### config.mk
export PLATFORM = sky130hd
export DESIGN_NAME = cfg_bit_streamer
export DESIGN_NICKNAME = d
export VERILOG_FILES = /design/src/rtl/cfg_stream_pkg.sv /design/src/rtl/cfg_addr_counter.sv /design/src/rtl/cfg_bit_array.sv /design/src/rtl/cfg_drive_ctrl.sv /design/src/rtl/cfg_bit_streamer.sv
export SDC_FILE = /design/constraint.sdc
export NUM_CORES = 1
export LEC_CHECK = 0
export BUFFER_PORTS_ARGS = -buffer_cell sky130_fd_sc_hd__buf_4
export CAP_MARGIN = 5
export CORE_MARGIN = 2
export CORE_UTILIZATION = 25
export DETAILED_ROUTE_END_ITERATION = 10
export GPL_ROUTABILITY_DRIVEN = 0
export PLACE_DENSITY = 0.5
export SLEW_MARGIN = 25
export SYNTH_ARGS = -nofsm -noshare
export SYNTH_HDL_FRONTEND = slang
export SYNTH_SLANG_ARGS = --single-unit
### constraint.sdc
create_clock -name clk -period 1.7 [get_ports clk]
set_clock_uncertainty 0.05 [all_clocks]
set_input_delay 0.17 -clock clk [delete_from_list [all_inputs] [get_ports clk]]
set_output_delay 0.17 -clock clk [all_outputs]
set_load 0.01 [all_outputs]
### src/rtl/cfg_stream_pkg.sv
// Package: shared types and helpers for the configuration bitstream streamer.
// Assumes: nothing beyond IEEE 1800-2017.
package cfg_stream_pkg;

    // Why the driver is on or off; the order of the checks gives the priority.
    typedef enum logic [2:0] {
        DRV_RESET   = 3'd0,
        DRV_STANDBY = 3'd1,
        DRV_PROG    = 3'd2,
        DRV_SPENT   = 3'd3,
        DRV_ACTIVE  = 3'd4
    } drv_state_t;

    // Turn the raw reset/output-enable level into "reset asserted",
    // using the programmed polarity (1 = active when high).
    function automatic logic reset_asserted(input logic level, input logic active_high);
        return active_high ? level : ~level;
    endfunction

endpackage

### src/rtl/cfg_addr_counter.sv
// Module: bit address counter with an end-of-stream flag.
// What it does: steps the address once per enabled clock and stops after
//   the LAST_ADDR bit has been consumed, setting done_q.
// Assumes: clr and rst_n are sampled synchronously; clr wins over step_en.
module cfg_addr_counter #(
    parameter int AW        = 4,
    parameter int LAST_ADDR = 15
) (
    input  logic          clk,
    input  logic          rst_n,
    input  logic          clr,
    input  logic          step_en,
    output logic [AW-1:0] addr_q,
    output logic          done_q
);

    localparam logic [AW-1:0] LAST_A = AW'(LAST_ADDR);
    localparam logic [AW-1:0] ONE_A  = AW'(1);

    logic at_last;

    // Flag the final bit position.
    always_comb begin
        at_last = (addr_q == LAST_A);
    end

    // Advance the address or mark the stream as consumed.
    always_ff @(posedge clk) begin
        if (!rst_n || clr) begin
            addr_q <= '0;
            done_q <= 1'b0;
        end else if (step_en && !done_q) begin
            if (at_last) begin
                done_q <= 1'b1;
            end else begin
                addr_q <= addr_q + ONE_A;
            end
        end
    end

endmodule

### src/rtl/cfg_bit_array.sv
// Module: fixed bit array read by address.
// What it does: returns MEM_INIT[addr]; bit index 0 is sent first.
// Assumes: addr never exceeds DEPTH-1 (an out-of-range address reads 0).
module cfg_bit_array #(
    parameter int               DEPTH    = 16,
    parameter int               AW       = 4,
    parameter logic [DEPTH-1:0] MEM_INIT = '0
) (
    input  logic [AW-1:0] addr,
    output logic          bit_o
);

    logic [DEPTH-1:0] hit;

    // One decode line per stored bit, gated by the stored value.
    for (genvar g = 0; g < DEPTH; g++) begin : g_cell
        assign hit[g] = (addr == AW'(g)) & MEM_INIT[g];
    end

    // Merge the decoded cells into the read bit.
    always_comb begin
        bit_o = |hit;
    end

endmodule

### src/rtl/cfg_drive_ctrl.sv
// Module: output driver and cascade control.
// What it does: decides whether the data driver is on, and therefore
//   whether the counter may step; drives the cascade output from done.
// Assumes: reset has priority over standby, standby over programming mode,
//   and programming mode over the spent state.
module cfg_drive_ctrl
    import cfg_stream_pkg::*;
(
    input  logic rst_act,
    input  logic ce_n,
    input  logic ser_en_n,
    input  logic done,
    input  logic bit_i,
    output logic data_o,
    output logic data_oe,
    output logic cas_n,
    output logic step_en
);

    drv_state_t state;

    // Pick the driver state in priority order.
    always_comb begin
        if (rst_act) begin
            state = DRV_RESET;
        end else if (ce_n) begin
            state = DRV_STANDBY;
        end else if (!ser_en_n) begin
            state = DRV_PROG;
        end else if (done) begin
            state = DRV_SPENT;
        end else begin
            state = DRV_ACTIVE;
        end
    end

    // Drive the pins: data only when active, cascade from the done flag.
    always_comb begin
        data_oe = (state == DRV_ACTIVE);
        step_en = (state == DRV_ACTIVE);
        data_o  = (state == DRV_ACTIVE) ? bit_i : 1'b0;
        cas_n   = ~done;
    end

endmodule

### src/rtl/cfg_bit_streamer.sv
// Module: top of the cascadable configuration bitstream streamer.
// What it does: streams MEM_INIT bit 0 up to bit LAST_ADDR, one per clock,
//   then releases data and pulls cas_n low for the next device.
// Assumes: LAST_ADDR < DEPTH; MEM_INIT is fixed at build time.
module cfg_bit_streamer
    import cfg_stream_pkg::*;
#(
    parameter int               DEPTH     = 16,
    parameter int               LAST_ADDR = DEPTH - 1,
    parameter logic [DEPTH-1:0] MEM_INIT  = 16'hA5C3
) (
    input  logic clk,
    input  logic rst_n,
    input  logic ce_n,
    input  logic rst_oe,
    input  logic rst_pol,
    input  logic ser_en_n,
    output logic data_o,
    output logic data_oe,
    output logic cas_n
);

    localparam int AW = (DEPTH > 1) ? $clog2(DEPTH) : 1;

    logic          rst_act;
    logic          step_en;
    logic          done_q;
    logic          cur_bit;
    logic [AW-1:0] addr_q;

    // Resolve the programmable reset polarity.
    always_comb begin
        rst_act = reset_asserted(rst_oe, rst_pol);
    end

    cfg_addr_counter #(
        .AW        (AW),
        .LAST_ADDR (LAST_ADDR)
    ) u_counter (
        .clk     (clk),
        .rst_n   (rst_n),
        .clr     (rst_act),
        .step_en (step_en),
        .addr_q  (addr_q),
        .done_q  (done_q)
    );

    cfg_bit_array #(
        .DEPTH    (DEPTH),
        .AW       (AW),
        .MEM_INIT (MEM_INIT)
    ) u_array (
        .addr  (addr_q),
        .bit_o (cur_bit)
    );

    cfg_drive_ctrl u_drive (
        .rst_act  (rst_act),
        .ce_n     (ce_n),
        .ser_en_n (ser_en_n),
        .done     (done_q),
        .bit_i    (cur_bit),
        .data_o   (data_o),
        .data_oe  (data_oe),
        .cas_n    (cas_n),
        .step_en  (step_en)
    );

endmodule

==> key figures <==
Yosys
  – Post-Syn Area per Cell: 9.12 sq um
  – Synthesized net count: 48
  – Post-Synthesis Cells: 38
  – Number of synthesized register bits: 5
  – Synthesis Warnings: 0
  – Yosys cell types: 24
  – Register area share after synthesis: 28.9%
  – Mapped Area: 347 sq um

Power
  – Peak supply drop: 0.473 mV
  – Pwr dens: 588 mW/mm^2
  – Leak: 0.206 nW

Clock network
  – CTS tree: built
  – Longest Clk Path Bufs: 2
  – H-tree depth: 1
  – Root Buffer: clkbuf_4
  – Hold_buf cts: 0
  – Sink Count: 5
  – CTS clock-pin slew for the worst setup and hold paths: 0.04 ns
  – CTS Buf Count: 3
  – Clock Latency Late Sink: 0.24 ns

Global route
  – GRT Residual Overflow: 0
  – Total GRT Usage: 11.5%
  – Initial antenna violation count: 0
  – Vias in the first global route: 285
  – Global-route wire length before repair: 1.18 mm
  – Largest net degree at the start of global routing: 7

Worst hold path
  – Min-delay worst type: input port to flip-flop
  – Worst Hold Path EP: u_counter.addr_q[1]
  – Hold_sp: rst_n
  – Hold depth: 3

Critical path
  – CP startpoint kind: flip-flop
  – Arrival time worst endpoint: 1.49 ns
  – Crit path launch: u_counter.addr_q[0]
  – Worst r2r src: u_counter.done_q
  – Crit-path max FO: 4
  – CP endpoint kind: output pin
  – Crit Path Category: flip-flop to output pin
  – R2r setup slk: 0.18 ns
  – R2r worst-path depth: 3
  – Reg-to-Reg End: u_counter.addr_q[0]
  – CP required: 1.48 ns

Timing
  – Final Max Slew Viols: 0
  – Setup TNS: -0.00855 ns
  – Final worst slack: -0.00855 ns
  – Final critical-path required period: 1.71 ns
  – Final setup viols: 1
  – Fmax: 0.585 GHz
  – Hold Slack: 0.222 ns
  – Period utilization: 101%
  – Hold Vio Cnt, Final: 0
  – Least-Margin Pin Slew: 0.296 ns
  – Slew HR: 80.1%
  – RSZ-0062 raised after global routing: true

Route
  – Detailed-route via count: 353
  – Starting DRT DRC Count: 5
  – Antenna Nets Post-Route: 0
  – DRC: 0
  – Vias per std cell: 5.04
  – Final wirelength: 731 um
  – Drt pass-1 iters: 4
  – Drt wl/cell: 10.4 um

Finish
  – Fillers: 144
  – Final instance area: 505 sq um
  – Most common cell after layout, fill and taps aside: buf_4
  – Finished Layout Cells: 70
  – ANT cells: 0
  – Layout cells sized above 1: 43.6%
  – Most frequent cells in the layout: 12 x buf_4, 4 x a21oi_1, 3 x clkbuf_4, 3 x dfxtp_1
  – Finished Core Util: 38.8%
  – Area Overhead vs Synth: 45.8%
  – Fin nets: 66

Placement
  – DP Area: 448 sq um
  – DP HPWL: 545 um
  – Placed cells: 64
  – Port-buffer cells: 8

Floorplan
  – Die ar.: 0.00170 sq mm
  – Num ports: 9
  – FP Rows: 13
  – Core ar.: 0.00130 sq mm
  – Die H: 41.2 um
  – Starting Density: 26.6%
  – Chip Width: 41.2 um

Status
  – Status: finished with violations
  – Violated checks: setup timing

Run
  – Maxcap violations: 0
[final cells by class]
class	instances	area, sq um	share of cell area (%)
well taps	15	18.8	3.71
multi-input cells	30	240	47.5
inverters	3	11.3	2.23
flip-flops and latches	5	108	21.3
repair buffers	13	101	20.0
clock buffers	4	26.3	5.20
[cell families (layout without fill, tap and decap cells)]
family	after synthesis	after routing	synth area share (%)
and+or+nand+nor	13	13	26.0
AOI/OAI and AO/OA	9	9	16.2
DFF	5	5	28.9
adders and majority gates	4	4	14.4
buffers and inverters	3	20	3.25
xor gates and xnor gates	2	2	5.06
muxes	2	2	6.14
[critical path: stages, from the launching register on]
cell and delay [ns]:
dfxtp_4 0.36, inv_2 0.04, ha_2 0.17, mux2_2 0.25, o311a_1 0.30, buf_6 0.12
[power breakdown]
part           internal [mW]  switching [mW]
registers              0.116         0.00109
logic                 0.0231          0.0196
clock network         0.0887          0.0487
total                  0.228          0.0693
[worst max path at each step]
| stage | to | depth (start not counted) | slack (ns) |
|---|---|---|---|
| finish | data_o | 5 | -0.009 |
| detailed placement | data_o | 5 | 0.1 |
| global placement | data_o | 5 | 0.13 |
| CTS | data_o | 5 | -0.02 |
| global route | data_o | 5 | -0.06 |
| floorplan | u_counter.addr_q[0] | 3 | 0.26 |
[metal layers]
metal	global-route usage (%)	vias to the layer above	share of wire [%]
met2	15.2	8	51
li1	-	178	-
met3	9.78	2	7.3
met4	2.42	0	1.1
met5	0	-	0
met1	13.9	165	40
[repair_timing]
action / 4_1_cts / 5_1_grt
buffers inserted: 2 / 0
resized for setup: 7 / 2
endpoints found under the setup margin: 1 / 1
[cells in the mapped netlist]
| cell | instances | area [sq um] |
|---|---|---|
| dfxtp_1 | 5 | 100 |
| a21oi_1 | 4 | 20.0 |
| ha_1 | 4 | 50.1 |
| inv_1 | 3 | 11.3 |
| and3_1 | 2 | 12.5 |
| nand3b_1 | 2 | 15.0 |
| a211oi_1 | 1 | 7.51 |
| a31oi_1 | 1 | 6.26 |
| and4b_1 | 1 | 10.0 |
| mux2_2 | 1 | 11.3 |
| mux2i_1 | 1 | 10.0 |
| nand2_1 | 1 | 3.75 |
| nand3_1 | 1 | 5.00 |
| nor2_1 | 1 | 3.75 |
| nor3_1 | 1 | 5.00 |
| nor3b_1 | 1 | 7.51 |
| nor4b_1 | 1 | 8.76 |
| o21ai_0 | 1 | 5.00 |
| o311a_1 | 1 | 10.0 |
| o31ai_1 | 1 | 7.51 |
| or3b_4 | 1 | 11.3 |
| or4_1 | 1 | 7.51 |
| xnor2_1 | 1 | 8.76 |
| xor2_1 | 1 | 8.76 |
[sequential cells by signal, indices dropped and copies added, names as in the netlist]
register          count
u_counter.addr_q      4
u_counter.done_q      1
[metrics by stage]
stage          power, mW  worst slack, ns
2_1_floorplan      0.142            0.256
3_3_place_gp       0.163            0.126
3_5_place_dp       0.162           0.0995
4_1_cts            0.305          -0.0221
5_1_grt            0.320          -0.0573
6_report           0.297         -0.00855
Note: power is estimated with default switching activity, not from simulation.
